==> config.mk <==
export PLATFORM = sky130hd
export DESIGN_NAME = stripSequencer
export DESIGN_NICKNAME = d
export VERILOG_FILES = /design/src/rtl/strip_seq_pkg.sv /design/src/rtl/strip_seq_ctrl.sv /design/src/rtl/strip_seq_dpath.sv /design/src/rtl/stripSequencer.sv
export SDC_FILE = /design/constraint.sdc
export NUM_CORES = 1
export LEC_CHECK = 0
export ABC_AREA = 1
export ABC_CLOCK_PERIOD_IN_PS = 2000
export CAP_MARGIN = 20
export CORE_ASPECT_RATIO = 1.5
export CORE_MARGIN = 2
export CORE_UTILIZATION = 40
export DETAILED_ROUTE_END_ITERATION = 12
export GPL_TIMING_DRIVEN = 0
export PLACE_DENSITY_LB_ADDON = 0.15
export SLEW_MARGIN = 10
export SYNTH_ARGS = -nofsm -noshare
export SYNTH_HDL_FRONTEND = slang
export SYNTH_SLANG_ARGS = --single-unit
export TNS_END_PERCENT = 100
==> constraint.sdc <==
create_clock -name clk -period 2 [get_ports clk]
set_input_delay 0.4 -clock clk [delete_from_list [all_inputs] [get_ports clk]]
set_output_delay 0.4 -clock clk [all_outputs]
set_load 0.01 [all_outputs]
==> src/rtl/strip_seq_pkg.sv <==
package strip_seq_pkg;
  typedef enum logic [1:0] {
    ST_IDLE = 2'd0,
    ST_RUN  = 2'd1,
    ST_FIN  = 2'd2
  } seqState_t;

  typedef struct packed {
    logic load;     // capture trip count and base
    logic advance;  // current piece accepted
  } seqCtl_t;
endpackage

==> src/rtl/strip_seq_ctrl.sv <==
module strip_seq_ctrl
  import strip_seq_pkg::*;
(
  input  logic    clk,
  input  logic    rstN,
  input  logic    startPulse,
  input  logic    chunkReady,
  input  logic    isEmpty,
  input  logic    lastChunk,
  output seqCtl_t ctl,
  output logic    chunkValid,
  output logic    seqDone,
  output logic    busy
);
  seqState_t stateQ, stateD;
  logic fire;

  assign chunkValid = (stateQ == ST_RUN);
  assign seqDone    = (stateQ == ST_FIN);
  assign busy       = (stateQ != ST_IDLE);
  assign fire       = chunkValid && chunkReady;

  always_comb begin
    stateD      = stateQ;
    ctl.load    = 1'b0;
    ctl.advance = 1'b0;
    unique case (stateQ)
      ST_IDLE: if (startPulse) begin
        ctl.load = 1'b1;
        stateD   = isEmpty ? ST_FIN : ST_RUN;
      end
      ST_RUN: if (fire) begin
        ctl.advance = 1'b1;
        if (lastChunk) stateD = ST_FIN;
      end
      ST_FIN:  stateD = ST_IDLE;
      default: stateD = ST_IDLE;
    endcase
  end

  always_ff @(posedge clk) begin
    if (!rstN) stateQ <= ST_IDLE;
    else       stateQ <= stateD;
  end


  empty_done_chk: assert property (@(posedge clk) disable iff (!rstN)
    (!busy && startPulse && isEmpty) |=> (seqDone && !chunkValid));


  done_pulse_chk: assert property (@(posedge clk) disable iff (!rstN)
    seqDone |=> (!seqDone && !busy && !chunkValid));


  start_ignored_chk: assert property (@(posedge clk) disable iff (!rstN)
    (chunkValid && !chunkReady && startPulse) |=> chunkValid);
endmodule

==> src/rtl/strip_seq_dpath.sv <==
module strip_seq_dpath
  import strip_seq_pkg::*;
#(
  parameter int MVL   = 64,
  parameter int CNT_W = 16,
  parameter int IDX_W = 16,
  parameter int LEN_W = $clog2(MVL + 1)
) (
  input  logic             clk,
  input  logic             rstN,
  input  seqCtl_t          ctl,
  input  logic [CNT_W-1:0] tripCount,
  input  logic [IDX_W-1:0] baseIdx,
  output logic             isEmpty,
  output logic             lastChunk,
  output logic [IDX_W-1:0] chunkLow,
  output logic [LEN_W-1:0] chunkLen
);
  localparam logic [CNT_W-1:0] MVL_C = CNT_W'(MVL);
  localparam logic [LEN_W-1:0] MVL_L = LEN_W'(MVL);

  logic [CNT_W-1:0] fullPart, remPart, fullLeftQ;
  logic [IDX_W-1:0] lowQ;
  logic [LEN_W-1:0] lenQ;

  assign fullPart  = tripCount / MVL_C;
  assign remPart   = tripCount % MVL_C;
  assign isEmpty   = (tripCount == '0);
  assign lastChunk = (fullLeftQ == '0);
  assign chunkLow  = lowQ;
  assign chunkLen  = lenQ;

  always_ff @(posedge clk) begin
    if (!rstN) begin
      lowQ      <= '0;
      lenQ      <= '0;
      fullLeftQ <= '0;
    end else if (ctl.load) begin
      lowQ <= baseIdx;
      if (remPart == '0) begin
        lenQ      <= MVL_L;
        fullLeftQ <= (fullPart == '0) ? '0 : fullPart - 1'b1;
      end else begin
        lenQ      <= LEN_W'(remPart);
        fullLeftQ <= fullPart;
      end
    end else if (ctl.advance) begin
      lowQ <= lowQ + IDX_W'(lenQ);
      lenQ <= MVL_L;
      if (!lastChunk) fullLeftQ <= fullLeftQ - 1'b1;
    end
  end


  count_down_chk: assert property (@(posedge clk) disable iff (!rstN)
    (ctl.advance && !lastChunk) |=> (fullLeftQ == $past(fullLeftQ) - 1'b1));
endmodule

==> src/rtl/stripSequencer.sv <==
module stripSequencer
  import strip_seq_pkg::*;
#(
  parameter int MVL   = 64,
  parameter int CNT_W = 16,
  parameter int IDX_W = 16,
  parameter int LEN_W = $clog2(MVL + 1)
) (
  input  logic             clk,
  input  logic             rstN,
  input  logic             startPulse,
  input  logic [CNT_W-1:0] tripCount,
  input  logic [IDX_W-1:0] baseIdx,
  output logic             chunkValid,
  input  logic             chunkReady,
  output logic [IDX_W-1:0] chunkLow,
  output logic [LEN_W-1:0] chunkLen,
  output logic             seqDone,
  output logic             busy
);
  seqCtl_t ctl;
  logic    isEmpty, lastChunk;

  strip_seq_ctrl uCtrl (
    .clk       (clk),
    .rstN      (rstN),
    .startPulse(startPulse),
    .chunkReady(chunkReady),
    .isEmpty   (isEmpty),
    .lastChunk (lastChunk),
    .ctl       (ctl),
    .chunkValid(chunkValid),
    .seqDone   (seqDone),
    .busy      (busy)
  );

  strip_seq_dpath #(
    .MVL  (MVL),
    .CNT_W(CNT_W),
    .IDX_W(IDX_W),
    .LEN_W(LEN_W)
  ) uDpath (
    .clk      (clk),
    .rstN     (rstN),
    .ctl      (ctl),
    .tripCount(tripCount),
    .baseIdx  (baseIdx),
    .isEmpty  (isEmpty),
    .lastChunk(lastChunk),
    .chunkLow (chunkLow),
    .chunkLen (chunkLen)
  );


  hold_stable_chk: assert property (@(posedge clk) disable iff (!rstN)
    (chunkValid && !chunkReady) |=> (chunkValid && $stable(chunkLow) && $stable(chunkLen)));


  low_step_chk: assert property (@(posedge clk) disable iff (!rstN)
    (chunkValid && chunkReady) |=>
      (!chunkValid || chunkLow == $past(chunkLow) + IDX_W'($past(chunkLen))));


  full_after_first_chk: assert property (@(posedge clk) disable iff (!rstN)
    (chunkValid && chunkReady) |=> (!chunkValid || chunkLen == LEN_W'(MVL)));


  len_range_chk: assert property (@(posedge clk) disable iff (!rstN)
    chunkValid |-> (chunkLen != '0 && chunkLen <= LEN_W'(MVL)));
endmodule

# Word level (Yosys, flattened, before mapping)
# Index checks and enable logic that the tools add are counted.
# W data, S select, Z words.
classes:
  muxes: 19
  reduce_logical: 10
  n_eq_ne: 6
  add_sub_neg: 3
op_table:
  columns: ["op", "count"]
  rows:
  - ["$mux W16", 7]
  - ["$logic_not A16 Y1", 4]
  - ["$mux W7", 3]
  - ["$add A16 B7 Y16", 1]
  - ["$sub A16 B1 Y16 const B", 1]
  - ["$sub A10 B1 Y11 const B", 1]
  - ["$mux W2", 4]
  - ["$ne A2 B2 Y1 const B", 4]
  - ["$mux W1", 4]
  - ["$pmux W2 S2", 1]
  - ["$reduce_bool A2 Y1", 2]
  - ["$reduce_and A3 Y1", 1]
  - ["$eq A2 B1 Y1 const B", 1]
  - ["$eq A2 B2 Y1 const B", 1]
  - ["$logic_not A2 Y1", 1]
  - ["$reduce_and A2 Y1", 1]
  - ["$logic_and A1 B1 Y1", 1]
word_totals:
  out_inout_bits: 26
  register_bits: 41
  word_cells: 42
  in_bits: 36

# Longest topological paths before layout
depth:
  ltp_word: 6
  mapped_depth: 12
  ltp_nobuf: 12

# Modules after synthesis
# From an unflattened synthesis, not the netlist that was laid out.
hier_totals:
  cells_unflattened: 494
  hier_area_um2: 3056.7
modules_own_cells:
  columns: ["mod", "cells_each", "area_per_inst_um2", "n_inst", "seq_area_each_um2"]
  rows:
  - ["strip_seq_dpath", 470, 2930.3, 1, 780.7]
  - ["strip_seq_ctrl", 24, 126.4, 1, 40.0]

# Worst setup path before layout
# OpenSTA, ideal clock, no wires.
synth_path:
  path_kind: "flip-flop to flip-flop"
  start: "register uDpath.lowQ[0], in the netlist uDpath.chunkLow[0]"
  end: "register uDpath.lowQ[8], in the netlist uDpath.chunkLow[8]"
  path_slack_ns: 0.284
  arrival_ns: 1.584
  synth_period_minus_slack_ns: 1.716
  setup_ns: 0.132
  required_time_ns: 1.868
  stages_incl_launch_ff: 11
  n_path_buf: 0
  cell_sequence: "dfxtp_1 ha_1 fa_1 nand3_1 nand3_1 nand2_1 nand2_1 nand2_1 nand2_1 o21bai_1 a21oi_1"
synth_via:
  elab_chain_cells: 3
synth_rtl:
  columns: ["element", "line", "source"]
  rows:
  - ["start: declaration", "strip_seq_dpath.sv:23", "logic [IDX_W-1:0] lowQ;"]
  - ["start signal: assignment", "strip_seq_dpath.sv:39", "lowQ <= baseIdx;"]
  - ["start signal: assignment", "strip_seq_dpath.sv:48", "lowQ <= lowQ + IDX_W'(lenQ);"]
  - ["$add A16 B7 Y16", "strip_seq_dpath.sv:48", null]
  - ["$mux W16", "strip_seq_dpath.sv:47", "end else if (ctl.advance) begin"]
  - ["$mux W16", "strip_seq_dpath.sv:38", "end else if (ctl.load) begin"]
# Every way passes these cells. The select of a mux whose other input is x is not followed.
# A chain may end at the register's enable or synchronous reset.

# Worst setup path in the final report
layout_path:
  start: "register uCtrl.stateQ[0]"
  end: "output port chunkValid"
layout_via:
  elab_chain_cells: 1
layout_rtl:
  columns: ["element", "line", "source"]
  rows:
  - ["start: declaration", "strip_seq_ctrl.sv:15", "seqState_t stateQ, stateD;"]
  - ["start signal: assignment", "strip_seq_ctrl.sv:43", "else stateQ <= stateD;"]
  - ["$eq A2 B1 Y1", "strip_seq_ctrl.sv:18", "assign chunkValid = (stateQ == ST_RUN);"]
  - ["end: declaration", "stripSequencer.sv:14", "output logic chunkValid,"]
# Every way passes these cells.

==> results.json <==
{
  "status": "completed",
  "route.vias.total": 3412,
  "min_path_type": "register to register",
  "synth-seq-cells": 41,
  "ir_worst_vdd_mv": 0.520,
  "clockBufferDepth": 2,
  "grt_pass1_wl_um": 14800,
  "synth_top_family_by_area": "simple AND/OR/NAND/NOR gates",
  "cts_sinks": 41,
  "drc": 0,
  "synthMuxAreaShare_pct": 0,
  "path_max_fanout": 3,
  "hold_buffers": 0,
  "critPathKind": "register to output pin",
  "synth_area_per_cell_um2": 5.98,
  "globalplace.congestion": 0.893,
  "cts_tree": "done",
  "boundaryPins": 62,
  "post-place-ws_ps": -145,
  "worst-endpoint-arrival_ps": 1510,
  "synth_warnings": 0,
  "max_slew.worst_pin.slew_ps": 613,
  "first_global_vias": 3309,
  "finalWorstPathRequiredPeriod_ps": 1910,
  "worst_skew_pair.late_latency_ps": 290,
  "dpl.cell_count": 679,
  "dp_hpwl_um": 6960,
  "power_leakage_nw": 1.82,
  "insertedDiodeCount": 0,
  "postCtsResizedCells": 0,
  "maxSlewHeadroom_pct": 59.1,
  "cp-start-kind": "register",
  "coreArea_um2": 7560,
  "post_cts_buffers": 0,
  "crit_required_ps": 1600,
  "rows": 39,
  "synth_xor_area_share_pct": 3.97,
  "antenna_found_initial": 0,
  "end_kind": "output pin",
  "synth-compound-area-share_pct": 13.9,
  "layout-drive-gt1-share_pct": 6.51,
  "synthSimpleGateAreaFrac_pct": 39.2,
  "hold_violations": 0,
  "fmax_mhz": 524,
  "ys_types": 35,
  "grt_max_degree": 13,
  "synth_seq_area_share_pct": 26.6,
  "overflow": 0,
  "synth_fa_ha_area_share_pct": 4.70,
  "drtPass1Iterations": 4,
  "setup_viol": 0,
  "final_cells": 686,
  "groute.usage.overall_pct": 22.4,
  "die_x_um": 75.7,
  "synth-edff-count": 0,
  "placement.io_buffers": 61,
  "start_util_pct": 40.8,
  "syn_nets": 563,
  "netlist_area_um2": 3090,
  "worst_slack_ps": 89.8,
  "synthCells": 516,
  "cts_buffers": 5,
  "clock_skew_ps": 7.53,
  "synth_ff_type": "dfxtp_1",
  "layout_commonest_cell": "nand2_1",
  "drt_wl_total_um": 8990,
  "fin_util_pct": 52.8,
  "period_share_pct": 95.5,
  "wl_per_cell_um": 13.1,
  "final_nets": 631,
  "cap_viol_max_count": 0,
  "drt_iter0_drc": 188,
  "h-tree-depth": 2,
  "die_h_um": 112,
  "ant_nets": 0,
  "synth_async_sr_flop_share_pct": 0,
  "viasPerCell": 4.97,
  "totalNegativeSetupSlack_ps": 0,
  "drv_slew": 0,
  "syn2layout_area_growth_pct": 29.5,
  "cts-root-buf": "clkbuf_16",
  "final_cell_mix": "nand2_1 (151), nor2_1 (68), inv_1 (67), clkdlybuf4s50_1 (61), dfxtp_1 (41)",
  "hold_slack_ps": 501,
  "p_per_area_nw_per_um2": 785,
  "clk_pin_slew_ps": 60,
  "die_area_um2": 8450
}
metal layers:
layer | global-route usage (%) | vias to the layer above | share of wire [%]
met2 | 41.7 | 84 | 53
met3 | 3.17 | 21 | 3.5
met5 | 0 | - | 0
met1 | 24.6 | 1532 | 40
met4 | 7.95 | 0 | 2.8
li1 | - | 1775 | -
through the flow:
stage          power, W  cell area (um2)
2_1_floorplan   0.00183             3090
3_3_place_gp    0.00221             3820
3_5_place_dp    0.00223             3820
4_1_cts         0.00315             3980
5_1_grt         0.00336             4000
6_report        0.00314             4000
final cells by class:
class,count,area [um2]
Fill cell,787,3570
Multi-Input combinational cell,389,1920
Sequential cell,41,821
Timing Repair Buffer,61,611
Inverter,71,267
Tap cell,102,128
Clock buffer,5,125
Buffer,15,92.6
Clock inverter,2,35.0
power breakdown:
part | internal, W | total [W] | switching (W)
Sequential | 0.000927 | 0.00105 | 0.000123
Clock | 0.000580 | 0.000918 | 0.000338
Combinational | 0.000499 | 0.00117 | 0.000670
Total | 0.00201 | 0.00314 | 0.00113
kinds of logic after synthesis:
family	count (synthesis)
adder cells (fa/ha/maj)	11
AND/OR/NAND/NOR	283
XOR/XNOR	14
buffers and inverters	86
AO/OA/AOI/OAI	81
flip-flops	41
state kept, by name, summed over array words and instances, names as in the netlist:
| signal | cells |
|---|---|
| uDpath.fullLeftQ | 16 |
| uDpath.chunkLow | 16 |
| uDpath.chunkLen | 7 |
| uCtrl.stateQ | 2 |
Yosys cell counts, types with 2 or more instances:
cell type / count / area (um2)
ha_1: 10 / 125
a31oi_1: 6 / 37.5
xnor2_1: 3 / 26.3
nand3b_1: 3 / 22.5
nand2_2: 2 / 12.5
buf_2: 6 / 30.0
nor3_1: 4 / 20.0
nor2_1: 68 / 255
inv_1: 67 / 251
o211ai_1: 2 / 15.0
o21ai_0: 34 / 170
nand3_2: 2 / 20.0
inv_2: 4 / 15.0
buf_6: 2 / 22.5
xor2_1: 11 / 96.3
nor2_2: 3 / 18.8
nand2_4: 2 / 22.5
nand3_1: 38 / 190
dfxtp_1: 41 / 821
clkbuf_1: 4 / 15.0
a21oi_1: 36 / 180
nand2_1: 151 / 567
nor2_4: 3 / 33.8
nand4_1: 3 / 18.8
critical path: stages (launching register included):
cell	delay [ps]
dfxtp_1	320
inv_1	60
nor2_1	250
clkdlybuf4s50_1	600
worst paths after layout:
path | slack, ps | depth (start not counted) | from | endpoint
worst min register to register | 500 | 2 | uDpath.chunkLen[0] | uDpath.chunkLen[0]
worst max register to register | 200 | 10 | uDpath.chunkLow[0] | uDpath.chunkLow[12]
worst max-delay path | 90 | 3 | uCtrl.stateQ[0] | chunkValid
worst min-delay path | 500 | 2 | uDpath.chunkLen[0] | uDpath.chunkLen[0]
Note: power is estimated with default switching activity, not from simulation.
